### config.mk
export PLATFORM = sky130hd
export DESIGN_NAME = acq_seq
export DESIGN_NICKNAME = d
export VERILOG_FILES = /design/src/rtl/acq_seq_pkg.sv /design/src/rtl/acq_fifo.sv /design/src/rtl/acq_afe_stub.sv /design/src/rtl/acq_seq.sv
export SDC_FILE = /design/constraint.sdc
export NUM_CORES = 1
export LEC_CHECK = 0
export BUFFER_PORTS_ARGS = -buffer_cell sky130_fd_sc_hd__clkbuf_2
export CAP_MARGIN = 10
export CORE_ASPECT_RATIO = 0.6
export CORE_MARGIN = 2
export CORE_UTILIZATION = 45
export CTS_CLUSTER_DIAMETER = 100
export DETAILED_ROUTE_END_ITERATION = 12
export GPL_ROUTABILITY_DRIVEN = 0
export PLACE_DENSITY = 0.73
export SETUP_SLACK_MARGIN = 0.2
export SYNTH_ARGS = -nofsm -noshare
export SYNTH_HDL_FRONTEND = slang
export SYNTH_SLANG_ARGS = --single-unit
export TNS_END_PERCENT = 1
### constraint.sdc
create_clock -name clk_i -period 3.4 [get_ports clk_i]
set_input_delay 0.51 -clock clk_i [delete_from_list [all_inputs] [get_ports clk_i]]
set_output_delay 0.51 -clock clk_i [all_outputs]
set_load 0.03 [all_outputs]
### src/rtl/acq_seq_pkg.sv
package acq_seq_pkg;
  localparam int WORD_W         = 16;
  localparam int WORDS_PER_DESC = 4;
  localparam int IDX_W          = $clog2(WORDS_PER_DESC);

  localparam logic [WORD_W-1:0] CMD_START    = 16'h0011;
  localparam logic [WORD_W-1:0] CMD_STOP     = 16'h0010;
  localparam logic [WORD_W-1:0] CMD_PACE_ON  = 16'h0031;
  localparam logic [WORD_W-1:0] CMD_PACE_OFF = 16'h0030;

  localparam int ST_MORE = 0;
  localparam int ST_HAS  = 1;
  localparam int ST_OVR  = 2;
  localparam int ST_SCAN = 3;
  localparam int ST_PIPE = 4;
  localparam int ST_SLE  = 5;
  localparam int ST_W    = 6;
endpackage

### src/rtl/acq_fifo.sv
module acq_fifo #(
  parameter int W     = 16,
  parameter int DEPTH = 4,
  localparam int CW   = $clog2(DEPTH + 1)
) (
  input  logic          clk_i,
  input  logic          rst_ni,
  input  logic          flush_i,
  input  logic          push_i,
  input  logic          pop_i,
  input  logic [W-1:0]  wdata_i,
  output logic [W-1:0]  rdata_o,
  output logic [CW-1:0] count_o,
  output logic          full_o,
  output logic          empty_o
);
  localparam int AW = (DEPTH > 1) ? $clog2(DEPTH) : 1;

  logic [W-1:0]  mem_q [DEPTH];
  logic [AW-1:0] wp_q, rp_q;
  logic [CW-1:0] cnt_q;
  logic          wr_ok, rd_ok;

  function automatic logic [AW-1:0] nxt(input logic [AW-1:0] p);
    return (p == AW'(DEPTH - 1)) ? '0 : p + 1'b1;
  endfunction

  assign full_o  = (cnt_q == CW'(DEPTH));
  assign empty_o = (cnt_q == '0);
  assign rd_ok   = pop_i && !flush_i && !empty_o;
  assign wr_ok   = push_i && !flush_i && (!full_o || rd_ok);
  assign rdata_o = mem_q[rp_q];
  assign count_o = cnt_q;

  always_ff @(posedge clk_i) begin
    if (wr_ok) mem_q[wp_q] <= wdata_i;
  end

  always_ff @(posedge clk_i or negedge rst_ni) begin
    if (!rst_ni) begin
      wp_q  <= '0;
      rp_q  <= '0;
      cnt_q <= '0;
    end else if (flush_i) begin
      wp_q  <= '0;
      rp_q  <= '0;
      cnt_q <= '0;
    end else begin
      if (wr_ok) wp_q <= nxt(wp_q);
      if (rd_ok) rp_q <= nxt(rp_q);
      cnt_q <= cnt_q + CW'(wr_ok) - CW'(rd_ok);
    end
  end
endmodule

### src/rtl/acq_afe_stub.sv
module acq_afe_stub (
  input  logic        clk_i,
  input  logic        rst_ni,
  input  logic        conv_i,
  input  logic [4:0]  chan_i,
  input  logic [2:0]  gain_i,
  output logic        valid_o,
  output logic [15:0] data_o
);
  logic [7:0] serial_q;

  always_ff @(posedge clk_i or negedge rst_ni) begin
    if (!rst_ni) begin
      valid_o  <= 1'b0;
      data_o   <= '0;
      serial_q <= '0;
    end else begin
      valid_o <= conv_i;
      if (conv_i) begin
        data_o   <= {chan_i, gain_i, serial_q};
        serial_q <= serial_q + 8'd1;
      end
    end
  end
endmodule

### src/rtl/acq_seq.sv
module acq_seq
  import acq_seq_pkg::*;
#(
  parameter int SL_DEPTH  = 16,
  parameter int RES_DEPTH = 4
) (
  input  logic                          clk_i,
  input  logic                          rst_ni,
  input  logic                          host_wr_i,
  input  logic                          host_sel_i,
  input  logic [WORD_W-1:0]             host_wdata_i,
  input  logic                          res_rd_i,
  input  logic                          pacer_tick_i,
  output logic [ST_W-1:0]               status_o,
  output logic [WORD_W-1:0]             res_data_o,
  output logic                          adc_conv_o,
  output logic [4:0]                    adc_chan_o,
  output logic [2:0]                    adc_gain_o,
  output logic [1:0]                    adc_bank_o,
  output logic [WORDS_PER_DESC*WORD_W-1:0] adc_desc_o
);
  localparam int SL_CW  = $clog2(SL_DEPTH + 1);
  localparam int RES_CW = $clog2(RES_DEPTH + 1);

  // command decode
  logic ctl_wr, sl_wr, rst_cmd, rst_sl, rst_res, rst_pipe;
  logic cmd_start, cmd_stop, cmd_pon, cmd_poff;

  assign ctl_wr    = host_wr_i && !host_sel_i;
  assign sl_wr     = host_wr_i && host_sel_i;
  assign rst_cmd   = ctl_wr && (host_wdata_i[WORD_W-1:3] == '0) && (host_wdata_i[2:0] != 3'b000);
  assign rst_sl    = rst_cmd && host_wdata_i[2];
  assign rst_res   = rst_cmd && host_wdata_i[1];
  assign rst_pipe  = rst_cmd && host_wdata_i[0];
  assign cmd_start = ctl_wr && (host_wdata_i == CMD_START);
  assign cmd_stop  = ctl_wr && (host_wdata_i == CMD_STOP);
  assign cmd_pon   = ctl_wr && (host_wdata_i == CMD_PACE_ON);
  assign cmd_poff  = ctl_wr && (host_wdata_i == CMD_PACE_OFF);

  // byte pairing
  logic [7:0] lo_q;
  logic       half_q;
  logic       sl_push, sl_pop, sl_full, sl_empty;
  logic [WORD_W-1:0] sl_rdata;
  logic [SL_CW-1:0]  sl_cnt;

  always_ff @(posedge clk_i or negedge rst_ni) begin
    if (!rst_ni) begin
      lo_q   <= '0;
      half_q <= 1'b0;
    end else if (rst_sl) begin
      half_q <= 1'b0;
    end else if (sl_wr) begin
      half_q <= !half_q;
      if (!half_q) lo_q <= host_wdata_i[7:0];
    end
  end

  assign sl_push = sl_wr && half_q && !sl_full;

  acq_fifo #(.W(WORD_W), .DEPTH(SL_DEPTH)) u_sl_fifo (
    .clk_i   (clk_i),
    .rst_ni  (rst_ni),
    .flush_i (rst_sl),
    .push_i  (sl_push),
    .pop_i   (sl_pop),
    .wdata_i ({host_wdata_i[7:0], lo_q}),
    .rdata_o (sl_rdata),
    .count_o (sl_cnt),
    .full_o  (sl_full),
    .empty_o (sl_empty)
  );

  // configuration pipe and sequencing
  logic [WORD_W-1:0] w_q [WORDS_PER_DESC];
  logic [IDX_W-1:0]  widx_q;
  logic run_q, pace_q, pipe_full_q, busy_q, ovr_q;
  logic load, last;
  logic [2:0] grp;

  assign load   = run_q && !pipe_full_q && !sl_empty &&
                  ((widx_q != '0) || (sl_cnt >= SL_CW'(WORDS_PER_DESC)));
  assign sl_pop = load;

  assign grp        = {w_q[3][6], w_q[3][2], w_q[3][1]};
  assign adc_chan_o = {grp, w_q[2][7:6]};
  assign adc_gain_o = w_q[3][5:3];
  assign adc_bank_o = w_q[3][1:0];
  assign last       = w_q[1][2];

  generate
    for (genvar g = 0; g < WORDS_PER_DESC; g++) begin : g_desc
      assign adc_desc_o[g*WORD_W +: WORD_W] = w_q[g];
    end
  endgenerate

  assign adc_conv_o = pacer_tick_i && pace_q && pipe_full_q && !busy_q;

  logic              afe_valid;
  logic [WORD_W-1:0] afe_data;

  always_ff @(posedge clk_i or negedge rst_ni) begin
    if (!rst_ni) begin
      run_q       <= 1'b0;
      pace_q      <= 1'b0;
      pipe_full_q <= 1'b0;
      busy_q      <= 1'b0;
      widx_q      <= '0;
      for (int i = 0; i < WORDS_PER_DESC; i++) w_q[i] <= '0;
    end else begin
      if (adc_conv_o && last) run_q <= 1'b0;
      if (cmd_start) run_q <= 1'b1;
      if (cmd_stop)  run_q <= 1'b0;
      if (cmd_pon)   pace_q <= 1'b1;
      if (cmd_poff)  pace_q <= 1'b0;

      if (adc_conv_o)     busy_q <= 1'b1;
      else if (afe_valid) busy_q <= 1'b0;

      if (rst_pipe) begin
        pipe_full_q <= 1'b0;
        widx_q      <= '0;
      end else if (adc_conv_o) begin
        pipe_full_q <= 1'b0;
      end else if (load) begin
        w_q[widx_q] <= sl_rdata;
        widx_q      <= widx_q + 1'b1;
        if (widx_q == IDX_W'(WORDS_PER_DESC - 1)) pipe_full_q <= 1'b1;
      end
    end
  end

  acq_afe_stub u_afe (
    .clk_i   (clk_i),
    .rst_ni  (rst_ni),
    .conv_i  (adc_conv_o),
    .chan_i  (adc_chan_o),
    .gain_i  (adc_gain_o),
    .valid_o (afe_valid),
    .data_o  (afe_data)
  );

  // results
  logic [RES_CW-1:0] res_cnt;
  logic              res_full, res_empty;

  acq_fifo #(.W(WORD_W), .DEPTH(RES_DEPTH)) u_res_fifo (
    .clk_i   (clk_i),
    .rst_ni  (rst_ni),
    .flush_i (rst_res),
    .push_i  (afe_valid),
    .pop_i   (res_rd_i),
    .wdata_i (afe_data),
    .rdata_o (res_data_o),
    .count_o (res_cnt),
    .full_o  (res_full),
    .empty_o (res_empty)
  );

  always_ff @(posedge clk_i or negedge rst_ni) begin
    if (!rst_ni)                              ovr_q <= 1'b0;
    else if (rst_res)                         ovr_q <= 1'b0;
    else if (afe_valid && res_full && !res_rd_i) ovr_q <= 1'b1;
  end

  assign status_o[ST_MORE] = (res_cnt > RES_CW'(1));
  assign status_o[ST_HAS]  = !res_empty;
  assign status_o[ST_OVR]  = ovr_q;
  assign status_o[ST_SCAN] = pace_q && (pipe_full_q || busy_q);
  assign status_o[ST_PIPE] = pipe_full_q;
  assign status_o[ST_SLE]  = sl_empty;
endmodule

# Word-level counts from Yosys, hierarchy flattened
# Memories as Yosys holds them, arrays and structs flattened.
# Index checks and enable logic that the tools add are counted.
# totals
mem_bits_rw,320
ff_bits,125
output_inout_bits,97
mem_count,2
# classes
n_mux,39
eq_ne,12
addsub,10
bitwise_logic,5
reduce_logical,68
magnitude_cmp,4
# mem_list
memory,depth,word_bits,rd,rd_ports_with_merged_regs,wr,line_no,rtl
u_sl_fifo.mem_q,16,16,1,0,1,acq_fifo.sv:19,logic [W-1:0] mem_q [DEPTH];
u_res_fifo.mem_q,4,16,1,0,1,acq_fifo.sv:19,
# op_table
op,count
bitwise mux 64 bit,1
demux 16 bit (select 2 bit),1
== test 16 x 5 -> 1 bit (second input constant),2
== test 16 x 6 -> 1 bit (second input constant),2
logical AND 1 bit,32
two-way mux 4 bit,6
nonzero test 2 bit,10
two-way mux 1 bit,19
two-way mux 2 bit,9
two-way mux 16 bit,1
zero test 13 bit,1
nonzero test 3 bit,4
zero test 1 bit,11
adder 4 x 1 -> 4 bit (second input constant),2
adder 8 x 1 -> 8 bit (second input constant),1
== test 4 bit (second input constant),2
adder 2 x 1 -> 2 bit (second input constant),3
== test 2 bit (second input constant),3
AND reduction 3 bit,2
adder 5 x 1 -> 5 bit,1
== test 5 bit (second input constant),1
>= comparator 5 x 3 -> 1 bit (second input constant),1
zero test 5 bit,1
two-way mux 5 bit,1
other kinds (14),21

# Logic depth before layout (Yosys ltp)
# logic_depth
depth_word,13
depth_mapped,17
depth_no_buf,16

# By module
# A second synthesis with hierarchy kept.
# unflattened
hier_cells,981
area_unflattened_um2,18296.3
# by_module_without_submodules
module,n_inst,cells_each,area_each_um2,seq_area_each_um2
acq_fifo (u_sl_fifo),1,567,10973.0,8012.7
acq_seq,1,224,3525.9,2001.9
acq_fifo (u_res_fifo),1,129,2839.0,2097.0
acq_afe_stub,1,61,958.4,625.6

# Worst setup path before layout
# Ideal clock, no wire load.
# synth_path
path_kind,input-to-reg
start,input host_wdata_i[6]
end,"register u_sl_fifo.cnt_q[4], in the netlist u_sl_fifo.count_o[4]"
setup_ns,0.077
arrival_time_ns,3.149
n_path_buf,0
path_stages,14
path_slack_ns,0.174
required_ns,3.323
path_cell_list,nor4b_1 nand4_1 nor4b_1 nor2b_1 ha_1 inv_1 ha_1 inv_1 fa_1 inv_1 a21oi_1 nor2_1 or3_1 a21oi_1
# synth_between
elab_chain_len,12
elab_cells_between_ends,13
cone_classes,add/sub (2); mux (1); reduce/logical (10)
# synth_lines
item,line_no,rtl
from (decl),acq_seq.sv:11,"input logic [WORD_W-1:0] host_wdata_i,"
zero test 13 bit *,acq_seq.sv:31,assign rst_cmd = ctl_wr && (host_wdata_i[WORD_W-1:3] == '0) && (host_wdata_i[2:0] != 3'b000);
logical AND 1 bit * (2 in series),acq_seq.sv:31,
logical AND 1 bit *,acq_seq.sv:32,assign rst_sl = rst_cmd && host_wdata_i[2];
zero test 1 bit,"acq_fifo.sv:30, acq_fifo.sv:31",
logical AND 1 bit (2 in series),acq_fifo.sv:30,assign rd_ok = pop_i && !flush_i && !empty_o;
logical OR 1 bit,acq_fifo.sv:31,assign wr_ok = push_i && !flush_i && (!full_o || rd_ok);
logical AND 1 bit,acq_fifo.sv:31,
adder 5 x 1 -> 5 bit,acq_fifo.sv:51,cnt_q <= cnt_q + CW'(wr_ok) - CW'(rd_ok);
subtractor 5 x 1 -> 5 bit,acq_fifo.sv:51,
two-way mux 5 bit *,acq_fifo.sv:44,end else if (flush_i) begin
to (signal assigned),acq_fifo.sv:51,
to (decl),acq_fifo.sv:21,logic [CW-1:0] cnt_q;
# Every way passes the cells marked *; elsewhere a longest branch is shown, timed or not.
# A chain may end at the register's enable or synchronous reset.

# Worst setup path in the final report
# layout_path
start,"register u_sl_fifo.cnt_q[3], in the netlist u_sl_fifo.count_o[3]"
end,"register u_sl_fifo.cnt_q[4], in the netlist u_sl_fifo.count_o[4]"
# layout_between
elab_chain_len,11
elab_cells_between_ends,17
cone_classes,add/sub (2); order compare (1); eq/ne (1); mux (1); reduce/logical (12)
# layout_lines
item,line_no
"parallel branches: the longest is 9 deep, another holds >= comparator 5 x 3 -> 1 bit",-
subtractor 5 x 1 -> 5 bit *,acq_fifo.sv:51
two-way mux 5 bit *,acq_fifo.sv:44
# Every way passes the cells marked *.

==> out/results.ini <==
[detailed_routing]
drt-total-wl_mm = 39.0
drc = 0
wl_per_cell_um = 23.6
drt_iter0_markers = 1002
firstDrtPassIters = 7
vias = 9283
drtAntennaViolNets = 0
avgViaCountPerCell = 5.62

[floorplan]
die_area_sq_mm = 0.0406
fp-row-count = 55
die_height_um = 157
die_w_um = 259
io_pins = 119
core_sq_mm = 0.0381
initial_core_util_pct = 46.0

[logic_synthesis]
synth_most_common_cell = edfxtp_1
yosys.area_share.simple_pct = 4.82
synth.distinct_cells = 49
syn_area_sq_mm = 0.0175
synth_xor_area_share_pct = 0.650
syn_nets = 1002
synth_top_area_share_pct = 54.9
yosysWarnings = 0
synth_seq_cells = 445
postSynthAreaPerCell_sq_um = 18.4
synth_top_area_cell = edfxtp_1
synthArstFlopShare_pct = 28.1
synthMuxAreaShare_pct = 15.2
synthTopCellsByCount = 320 x edfxtp_1, 125 x dfrtp_1, 80 x mux4_2, 80 x nand2_1, 73 x mux2_2
synthTopCellsByArea = edfxtp_1 55%, dfrtp_1 18%, mux4_2 10%
netlist_instances = 953
synth_top_family_by_area = multiplexers
synth_edf_count = 320
synth_top_flop_cell = edfxtp_1
synth_compound_area_share_pct = 2.44
synthAdderAreaFrac_pct = 2.01
yosysSeqAreaShare_pct = 72.7

[global_routing]
grt_max_degree = 65
grt_antenna_before_repair = 1
grt-ovfl-total = 0
grt_pass1_vias = 9197
gr-usage-all-layers_pct = 19.8
grt_pass1_wl_mm = 58.9

[power]
leakagePower_uw = 0.00807
power_density_mw_per_mm2 = 582
vdd_drop_max_mv = 0.344

[sta]
rsz0062_at_grt = false
fin_worst_skew_ns = 0.0192
slew_violations = 0
max-slew-margin-rel_pct = 39.5
fin_crit_sh_pct = 88.3
tightest_slew_ns = 0.907
period_minus_slack_ns = 3.00
hold_viol = 0
max_freq_mhz = 333
tns_ns = 0
setup_viol = 0

[final_layout]
syn2layout_area_growth_pct = 15.6
utilization_pct = 53.2
drive_gt1_share_pct = 34.7
layout.nets = 1157
final_area_sq_mm = 0.0202

[cts]
clkSinkCount = 445
clk_latency_ns = 0.54
htreeDepth = 2
cts_buffer_depth = 3
clkTransAtPathRegs_ns = 0.07
cts_tree = yes
clockRootBuffer = clkbuf_16
cts-buffers-inserted = 40

[place]
dp_hpwl_mm = 24.2
dpl_cell_area_sq_mm = 0.0189
io_buffer_count = 118

[setup_path]
worstPathArrival_ns = 3.43
cp-end-kind = register
worstSetupPathType = register to register
worstPathRequired_ns = 3.82
crit_fanout = 3
crit_path_start_kind = register

[min_path]
hold_path_class = primary input to register

[run_status]
status = complete, no violations

[run]
cap_violations = 0

-- layout by cell type, fill, tap and decap left out, types with 5 or more instances in the layout --
master	n
clkbuf_1	12
nand4_1	5
ha_1	25
and2_1	9
nand2_1	80
buf_12	5
inv_1	25
a21oi_1	13
a22oi_1	32
clkbuf_2	117
dfrtp_1	123
mux4_2	80
nor3_1	6
clkbuf_16	41
clkbuf_8	7
o21ai_0	5
mux2_2	73
nor2_1	25
nand3_1	10
xnor2_1	9
edfxtp_1	320
buf_4	42
-- logic make-up (layout without fill, tap and decap cells) --
kind of cell / count (synthesis) / after routing
compound gates: 61 / 61
xor+xnor: 13 / 13
buf+inv: 79 / 264
other cells: 0 / 1
mux: 156 / 156
flops: 445 / 445
fa+ha+maj: 27 / 27
simple gates: 172 / 172
-- report_power, final --
part | total [uW] | internal (uW) | switching (uW)
clock | 4520 | 2610 | 1910
sequential | 6380 | 6110 | 263
combinational | 891 | 379 | 513
total | 11800 | 9100 | 2680
-- worst max-delay path: stages, from the launching register on --
cell and delay (ns):
dfrtp_1 0.37, inv_2 0.07, ha_1 0.16, or4b_1 0.47
a41oi_2 0.21, and2_4 0.19, nor2b_2 0.13, ha_1 0.22
inv_1 0.06, ha_1 0.16, inv_1 0.06, fa_1 0.40
inv_1 0.07, a21oi_1 0.06, nor2_1 0.10, or3_1 0.11
a21oi_1 0.06
-- sequential cells by signal (all words and copies together) (netlist names), 3 cells and up --
register / cells
u_sl_fifo.wp_q: 4
adc_chan_o: 4
lo_q: 8
u_res_fifo.mem_q: 64
u_afe.serial_q: 8
u_sl_fifo.mem_q: 256
u_sl_fifo.rp_q: 4
u_afe.data_o: 16
u_res_fifo.count_o: 3
u_sl_fifo.count_o: 5
adc_desc_o: 58
-- worst paths after layout --
path | start | endpoint | slack, ns | cells after the start
setup / recovery | u_sl_fifo.count_o[3] | u_sl_fifo.count_o[4] | 0.40 | 16
hold / removal | res_rd_i | u_res_fifo.rp_q[1] | 0.25 | 3
setup reg to reg | u_sl_fifo.count_o[3] | u_sl_fifo.count_o[4] | 0.40 | 16
hold reg to reg | u_afe.serial_q[7] | u_afe.serial_q[7] | 0.48 | 1
max in group asynchronous | rst_ni | u_afe.valid_o | 2.08 | 3
min in group asynchronous | rst_ni | adc_desc_o[44] | 0.57 | 2
-- metrics by stage --
step | power, uW | worst slack [ns] | hold slack, ns | std cells
2_1_floorplan | 7030 | 0.258 | 0.214 | 953
3_3_place_gp | 7340 | 0.152 | 0.467 | 1576
3_5_place_dp | 7380 | 0.112 | 0.464 | 1576
4_1_cts | 11900 | 0.205 | 0.228 | 1649
5_1_grt | 12300 | 0.196 | 0.257 | 1652
6_report | 11800 | 0.398 | 0.248 | 1652
-- area by class of cell --
cell class	count	area (sq um)
Clock buffer	60	1170
Inverter	26	97.6
Multi-Input combinational cell	429	4430
Clock inverter	12	148
Timing Repair Buffer	166	1020
Tap cell	513	642
Fill cell	2957	17800
Antenna cell	1	2.50
Sequential cell	445	12700
-- layer usage --
layer  wire (um)  track usage [%]  vias to the layer above  part of all wire (%)
met5           0                0                        -                     0
met4         846             5.70                        0                   2.2
met2       17200             28.7                      404                    44
met1       17700             30.1                     4834                    45
li1            -                -                     3990                     -
met3        3260             4.55                       55                   8.4
-- what timing repair did --
action / in CTS / in global routing
resized for setup: 0 / 3
hold endpoints to repair: 10 / 0
setup endpoints to repair: 0 / 3
setup buffers: 0 / 2
hold buffers: 1 / 0
Power figures use the tool's default switching activity.
